==> src/rtl/cfg_pkg.sv <==
package cfg_pkg;
   typedef enum logic [1:0] {
      TSEL_LOW   = 2'b00,
      TSEL_SDATA = 2'b01,
      TSEL_MDIV  = 2'b10,
      TSEL_FOUT  = 2'b11
   } tsel_e;

   localparam int SYNC_IN_W = 4;
   localparam int IDX_SDAT  = 0;
   localparam int IDX_SCLK  = 1;
   localparam int IDX_SLD   = 2;
   localparam int IDX_PSTB  = 3;
endpackage

==> src/rtl/cfg_sync_edge.sv <==
module cfg_sync_edge #(
   parameter int STAGES  = 2,
   parameter bit RST_VAL = 1'b0
) (
   input  logic clk,
   input  logic rst,
   input  logic din,
   output logic lvl,
   output logic rise,
   output logic fall
);
   localparam int LAST = STAGES - 1;

   generate
      if (STAGES < 2) begin : g_bad_stages
         $error("cfg_sync_edge: STAGES must be at least 2");
      end
   endgenerate

   logic [STAGES-1:0] chain;
   logic              prev;

   always_ff @(posedge clk) begin
      if (rst) begin
         chain <= {STAGES{RST_VAL}};
         prev  <= RST_VAL;
      end else begin
         chain <= {chain[STAGES-2:0], din};
         prev  <= chain[LAST];
      end
   end

   assign lvl  = chain[LAST];
   assign rise = chain[LAST] & ~prev;
   assign fall = ~chain[LAST] & prev;
endmodule

==> src/rtl/cfg_shift.sv <==
module cfg_shift #(
   parameter int FRAME_W = 14
) (
   input  logic               clk,
   input  logic               rst,
   input  logic               shift_en,
   input  logic               bit_in,
   output logic [FRAME_W-1:0] word,
   output logic [FRAME_W-1:0] word_next
);
   generate
      if (FRAME_W < 2) begin : g_bad_frame
         $error("cfg_shift: FRAME_W must be at least 2");
      end
   endgenerate

   assign word_next = {word[FRAME_W-2:0], bit_in};

   always_ff @(posedge clk) begin
      if (rst)           word <= '0;
      else if (shift_en) word <= word_next;
   end
endmodule

==> src/rtl/cfg_store.sv <==
module cfg_store #(
   parameter int M_W = 9,
   parameter int N_W = 3,
   parameter int T_W = 2,
   localparam int FRAME_W = T_W + N_W + M_W
) (
   input  logic               clk,
   input  logic               rst,
   input  logic               par_mode,
   input  logic [M_W-1:0]     par_m,
   input  logic [N_W-1:0]     par_n,
   input  logic               sld_lvl,
   input  logic               sld_rise,
   input  logic               sclk_rise,
   input  logic [FRAME_W-1:0] sr,
   input  logic [FRAME_W-1:0] sr_next,
   output logic [M_W-1:0]     m_q,
   output logic [N_W-1:0]     n_q,
   output logic [T_W-1:0]     t_q
);
   localparam int M_LSB = 0;
   localparam int N_LSB = M_W;
   localparam int T_LSB = M_W + N_W;

   logic [FRAME_W-1:0] src;
   logic               ser_take;

   always_comb begin
      ser_take = 1'b0;
      src      = sr;
      if (sld_lvl && sclk_rise) begin
         ser_take = 1'b1;
         src      = sr_next;
      end else if (sld_rise) begin
         ser_take = 1'b1;
         src      = sr;
      end
   end

   always_ff @(posedge clk) begin
      if (rst) begin
         m_q <= par_m;
         n_q <= par_n;
         t_q <= '0;
      end else if (par_mode) begin
         m_q <= par_m;
         n_q <= par_n;
      end else if (ser_take) begin
         m_q <= src[M_LSB +: M_W];
         n_q <= src[N_LSB +: N_W];
         t_q <= src[T_LSB +: T_W];
      end
   end
endmodule

==> src/rtl/cfg_test_sel.sv <==
module cfg_test_sel #(
   parameter bit TEST_REG = 1'b0
) (
   input  logic       clk,
   input  logic       rst,
   input  logic       par_mode,
   input  logic [1:0] tsel,
   input  logic       sdat,
   input  logic       mdiv,
   input  logic       fout,
   output logic       test_o
);
   import cfg_pkg::*;

   logic pick;

   always_comb begin
      unique case (tsel_e'(tsel))
         TSEL_LOW:   pick = 1'b0;
         TSEL_SDATA: pick = sdat;
         TSEL_MDIV:  pick = mdiv;
         TSEL_FOUT:  pick = fout;
         default:    pick = 1'b0;
      endcase
      if (par_mode) pick = 1'b0;
   end

   generate
      if (TEST_REG) begin : g_reg
         logic q;
         always_ff @(posedge clk) begin
            if (rst) q <= 1'b0;
            else     q <= pick;
         end
         assign test_o = q;
      end else begin : g_comb
         logic unused_clk;
         assign unused_clk = clk ^ rst;
         assign test_o = pick;
      end
   endgenerate
endmodule

==> src/rtl/synth_cfg_port.sv <==
module synth_cfg_port #(
   parameter int M_W         = 9,
   parameter int N_W         = 3,
   parameter int T_W         = 2,
   parameter int SYNC_STAGES = 2,
   parameter int M_MIN       = 250,
   parameter int M_MAX       = 500,
   parameter bit RANGE_CHECK = 1'b1,
   parameter bit TEST_REG    = 1'b0
) (
   input  logic           clk,
   input  logic           rst,
   input  logic           par_strobe,
   input  logic [M_W-1:0] par_m,
   input  logic [N_W-1:0] par_n,
   input  logic           ser_clk,
   input  logic           ser_dat,
   input  logic           ser_ld,
   input  logic           mdiv_i,
   input  logic           fout_i,
   output logic [M_W-1:0] m_div,
   output logic [N_W-1:0] n_div,
   output logic           test_o,
   output logic           m_bad
);
   import cfg_pkg::*;

   localparam int FRAME_W = T_W + N_W + M_W;
   localparam logic [M_W-1:0] M_LO = M_W'(M_MIN);
   localparam logic [M_W-1:0] M_HI = M_W'(M_MAX);

   generate
      if (T_W != 2) begin : g_bad_tw
         $error("synth_cfg_port: the test selector must be 2 bits");
      end
      if (M_MAX >= (1 << M_W) || M_MIN > M_MAX) begin : g_bad_range
         $error("synth_cfg_port: lock range does not fit M_W");
      end
   endgenerate

   logic [SYNC_IN_W-1:0] raw_in;
   logic [SYNC_IN_W-1:0] lvl_v, rise_v, fall_v;

   assign raw_in[IDX_SDAT] = ser_dat;
   assign raw_in[IDX_SCLK] = ser_clk;
   assign raw_in[IDX_SLD]  = ser_ld;
   assign raw_in[IDX_PSTB] = par_strobe;

   generate
      for (genvar i = 0; i < SYNC_IN_W; i++) begin : g_sync
         cfg_sync_edge #(.STAGES(SYNC_STAGES), .RST_VAL(1'b0)) u_sync (
            .clk (clk),
            .rst (rst),
            .din (raw_in[i]),
            .lvl (lvl_v[i]),
            .rise(rise_v[i]),
            .fall(fall_v[i])
         );
      end
   endgenerate

   logic par_lvl, sld_lvl, sld_rise, sclk_rise, sdat_lvl;
   assign par_lvl   = lvl_v[IDX_PSTB];
   assign sld_lvl   = lvl_v[IDX_SLD];
   assign sld_rise  = rise_v[IDX_SLD];
   assign sclk_rise = rise_v[IDX_SCLK];
   assign sdat_lvl  = lvl_v[IDX_SDAT];

   logic unused_edges;
   assign unused_edges = ^{fall_v, rise_v[IDX_SDAT], rise_v[IDX_PSTB], lvl_v[IDX_SCLK]};

   logic [FRAME_W-1:0] sr, sr_next;
   logic [T_W-1:0]     t_val;

   cfg_shift #(.FRAME_W(FRAME_W)) u_shift (
      .clk      (clk),
      .rst      (rst),
      .shift_en (par_lvl & sclk_rise),
      .bit_in   (sdat_lvl),
      .word     (sr),
      .word_next(sr_next)
   );

   cfg_store #(.M_W(M_W), .N_W(N_W), .T_W(T_W)) u_store (
      .clk      (clk),
      .rst      (rst),
      .par_mode (~par_lvl),
      .par_m    (par_m),
      .par_n    (par_n),
      .sld_lvl  (sld_lvl),
      .sld_rise (sld_rise),
      .sclk_rise(sclk_rise),
      .sr       (sr),
      .sr_next  (sr_next),
      .m_q      (m_div),
      .n_q      (n_div),
      .t_q      (t_val)
   );

   cfg_test_sel #(.TEST_REG(TEST_REG)) u_test (
      .clk     (clk),
      .rst     (rst),
      .par_mode(~par_lvl),
      .tsel    (t_val),
      .sdat    (sdat_lvl),
      .mdiv    (mdiv_i),
      .fout    (fout_i),
      .test_o  (test_o)
   );

   generate
      if (RANGE_CHECK) begin : g_range
         assign m_bad = (m_div < M_LO) || (m_div > M_HI);
      end else begin : g_no_range
         assign m_bad = 1'b0;
      end
   endgenerate
endmodule

==> config.mk <==
export PLATFORM = sky130hd
export DESIGN_NAME = synth_cfg_port
export DESIGN_NICKNAME = d
export VERILOG_FILES = /design/src/rtl/cfg_pkg.sv /design/src/rtl/cfg_sync_edge.sv /design/src/rtl/cfg_shift.sv /design/src/rtl/cfg_store.sv /design/src/rtl/cfg_test_sel.sv /design/src/rtl/synth_cfg_port.sv
export SDC_FILE = /design/constraint.sdc
export NUM_CORES = 1
export LEC_CHECK = 0
export ABC_AREA = 1
export BUFFER_PORTS_ARGS = -buffer_cell sky130_fd_sc_hd__buf_2
export CORE_MARGIN = 5
export CORE_UTILIZATION = 30
export DETAILED_ROUTE_END_ITERATION = 6
export PLACE_DENSITY = 0.6
export SLEW_MARGIN = 25
export SYNTH_ARGS = -nofsm -noshare
export SYNTH_HDL_FRONTEND = slang
export SYNTH_SLANG_ARGS = --single-unit
==> constraint.sdc <==
create_clock -name clk -period 2.6 [get_ports clk]
set_clock_uncertainty 0.05 [all_clocks]
set_input_delay 0.13 -clock clk [delete_from_list [all_inputs] [get_ports clk]]
set_output_delay 0.13 -clock clk [all_outputs]
set_load 0.02 [all_outputs]
==> insert_results.sql <==
INSERT INTO impl_metrics (metric_group, metric, value, unit) VALUES
('clock_tree', 'clk-insertion-delay-late', '0.29', 'ns'),
('timing', 'post_route_setup_tns', '0', 'ns'),
('setup_path', 'timing.critical_path.required', '2.44', 'ns'),
('setup_path', 'cp_slowest_cell', 'sky130_fd_sc_hd__nand3_1', ''),
('setup_path', 'setup.worst_path.class', 'reg2reg', ''),
('route', 'routedWlPerCell', '10.23', 'um'),
('setup_path', 'cpPeakStageDelay', '0.51', 'ns'),
('power', 'sequentialPowerShare', '57.1', '%'),
('die', 'initial_utilization', '31.37', '%'),
('clock_tree', 'clock_sink_count', '38', ''),
('clock_tree', 'cts.root.buffer_cell', 'sky130_fd_sc_hd__clkbuf_8', ''),
('clock_tree', 'clkTransAtPathRegs', '0.07', 'ns'),
('setup_path', 'critical_path.cell_chain', 'inv_1 > nor2_4 > nand3_1', ''),
('yosys', 'synth-seq-area-share', '53.95', '%'),
('setup_path', 'regToRegEndpoint', 'u_store.m_q[6]$_DFFE_PP_', ''),
('power', 'power.net_switching', '0.2806', 'mW'),
('yosys', 'synth.top_cell.area_share', '31.88', '%'),
('yosys', 'synth_top_cells_by_count', '42 x sky130_fd_sc_hd__nand2_1, 32 x sky130_fd_sc_hd__inv_1, 28 x sky130_fd_sc_hd__nor2_1, 26 x sky130_fd_sc_hd__dfxtp_1, 17 x sky130_fd_sc_hd__o21ai_0', ''),
('cells_and_area', 'layout.area.seq', '880.8', 'um2'),
('worst_hold_path', 'min_from', 'rst', ''),
('yosys', 'warning_count_from_the_yosys_run', '0', ''),
('yosys', 'number_of_enable_flip_flop_cells_after_synthesis', '12', ''),
('timing', 'min_period', '1.831', 'ns'),
('setup_path', 'cp.arrival', '1.67', 'ns'),
('power', 'share_clk_of_total_power', '33.4', '%'),
('placed_design', 'gp_congestion', '0.8283', ''),
('timing', 'timing_worst_slew_pin_value', '0.5343', 'ns'),
('yosys', 'yosys.area.top_type', 'sky130_fd_sc_hd__dfxtp_1', ''),
('yosys', 'synth_seq_cells', '38', ''),
('die', 'floorplan.io_pins', '34', ''),
('power', 'p_int', '0.8650', 'mW'),
('yosys', 'synth_cell_types', '20', ''),
('cells_and_area', 'flow.area_growth_from_synthesis', '20.08', '%'),
('global_route', 'grt_pass1_vias', '1267', ''),
('yosys', 'yosys_most_used_dff', 'sky130_fd_sc_hd__dfxtp_1', ''),
('global_route', 'globalRoute.totalOverflow', '0', ''),
('yosys', 'synth_async_sr_flop_share', '0', '%'),
('power', 'post-layout-total-power', '1.146', 'mW'),
('die', 'overall_die_width', '83.78', 'um'),
('setup_path', 'rrSetupSlack', '0.77', 'ns'),
('job', 'max_cap_viol_count', '0', ''),
('die', 'dieHeight', '83.78', 'um'),
('yosys', 'yosysMostFrequentCell', 'sky130_fd_sc_hd__nand2_1', ''),
('global_route', 'grt_start_max_net_pins', '29', ''),
('yosys', 'syn_inst', '203', ''),
('setup_path', 'rr_startpoint', 'g_sync[3].u_sync.chain[1]$_SDFF_PP0_', ''),
('power', 'ir_drop', '0.0003118', 'V'),
('clock_tree', 'tritoncts_clock_tree', 'done', ''),
('setup_path', 'end_kind', 'register', ''),
('timing', 'grt_setup_unrepaired', 'false', ''),
('route', 'num_vias', '1321', ''),
('power', 'static-leakage-power', '0.7957', 'nW'),
('worst_hold_path', 'min-delay-path-class', 'in2reg', ''),
('global_route', 'global_route.usage.met1', '11.64', '%'),
('timing', 'slew-limit-headroom', '64.28', '%'),
('route', 'detail_route.vias_per_cell', '4.261', ''),
('cells_and_area', 'num-nets-final', '259', ''),
('cells_and_area', 'layout-drive-gt1-share', '18.33', '%'),
('die', 'core_area', '0.005205', 'mm2'),
('timing', 'timing.final.setup_violations', '0', ''),
('placed_design', 'io_buffer_count', '33', ''),
('clock_tree', 'cts_max_level', '2', ''),
('timing', 'fin_crit_sh', '70.41', '%'),
('power', 'swShare', '24.49', '%'),
('route', 'post-route-drc-count', '0', ''),
('setup_path', 'cp_max_fo', '24', ''),
('setup_path', 'cp-start-kind', 'register', ''),
('route', 'totalWireLength', '3.171', 'mm'),
('placed_design', 'hpwlAfterDp', '2.264', 'mm'),
('run_status', 'status', 'complete, no violations', ''),
('cells_and_area', 'multi_input_comb_area', '578.1', 'um2');
==> layout by cell type, fill, tap and decap left out, types with 2 or more instances in the layout <==
cell type / instances
sky130_fd_sc_hd__clkbuf_8: 5
sky130_fd_sc_hd__a31oi_1: 11
sky130_fd_sc_hd__inv_1: 32
sky130_fd_sc_hd__a21oi_1: 14
sky130_fd_sc_hd__dfxtp_1: 26
sky130_fd_sc_hd__o21ai_0: 17
sky130_fd_sc_hd__nor2_1: 28
sky130_fd_sc_hd__nor3_1: 2
sky130_fd_sc_hd__nand4_1: 3
sky130_fd_sc_hd__nand3_1: 2
sky130_fd_sc_hd__nand2_1: 42
sky130_fd_sc_hd__dlygate4sd3_1: 4
sky130_fd_sc_hd__buf_2: 33
sky130_fd_sc_hd__edfxtp_1: 12
==> how the worst max path moves through the flow <==
stage | start | to | slack, ns | cells after the start
floorplan | g_sync[3].u_sync.chain[1]$_SDFF_PP0_ | u_store.m_q[0]$_DFFE_PP_ | 1.10 | 4
global placement | g_sync[3].u_sync.chain[1]$_SDFF_PP0_ | u_store.m_q[0]$_DFFE_PP_ | 0.80 | 3
detailed placement | g_sync[3].u_sync.chain[1]$_SDFF_PP0_ | u_store.m_q[0]$_DFFE_PP_ | 0.76 | 3
CTS | g_sync[3].u_sync.chain[1]$_SDFF_PP0_ | u_store.m_q[0]$_DFFE_PP_ | 0.76 | 3
global route | g_sync[3].u_sync.chain[1]$_SDFF_PP0_ | u_store.m_q[2]$_DFFE_PP_ | 0.55 | 3
finish | g_sync[3].u_sync.chain[1]$_SDFF_PP0_ | u_store.m_q[6]$_DFFE_PP_ | 0.77 | 3
==> through the flow <==
step,area [um2],worst slack (ns),hold WS [ns],std cells,util [%]
6_report,1961,0.7693,0.1276,310,37.67
5_1_grt,1961,0.5547,0.1365,310,37.67
4_1_cts,1961,0.7576,0.1190,310,37.67
3_5_place_dp,1836,0.7627,0.2917,298,35.26
3_3_place_gp,1836,0.8014,0.2788,298,35.26
2_1_floorplan,1633,1.102,0.1870,203,-
==> flip-flops by register name, summed over array words and instances, names as in the netlist <==
name and count:
g_sync.u_sync.chain 8, g_sync.u_sync.prev 2, u_shift.word 14, u_store.m_q 9, u_store.n_q 3, u_store.t_q 2
==> kinds of logic (layout without fill, tap and decap cells) <==
kind of cell           count (synthesis)  after routing  share of synthesized area, %
buffers and inverters                 41             78                         10.65
AO/OA/AOI/OAI                         44             44                         14.56
flip-flops                            38             38                         53.95
AND/OR/NAND/NOR                       80             80                         20.84
==> worst max-delay path: cells and delay by family (launching register included) <==
kind          cells  cell delay (ns)
simple gates      2             0.89
flops             1             0.39
buf+inv           1             0.10
==> layout make-up <==
type / instances / area share (%)
repair buffers: 37 / 10.47
clock inverters: 3 / 0.8296
well taps: 70 / 4.467
inverters: 33 / 6.318
flip-flops and latches: 38 / 44.93
clock buffers: 5 / 3.510
multi-input cells: 124 / 29.48
==> power groups by stage <==
stage / clock (mW) / sequential [mW] / combinational [mW]
floorplan: 0 / 0.686 / 0.0461
global placement: 0 / 0.667 / 0.104
detailed placement: 0 / 0.668 / 0.105
CTS: 0.399 / 0.654 / 0.109
global route: 0.421 / 0.658 / 0.123
finish: 0.383 / 0.654 / 0.108
==> metal layers <==
layer	wire, um	share of wire [%]	up-vias
li1	-	-	721
met1	1528	48	564
met2	1377	43	31
met3	215	6.8	5
met4	51	1.6	0
met5	0	0	-
==> what timing repair did <==
item / 4_1_cts / 5_1_grt
hold buffers: 4 / 0
hold endpoints to repair: 4 / 0
gates resized for setup: 0 / 0
buffers inserted: 0 / 0
Note: power is estimated with default switching activity, not from simulation.
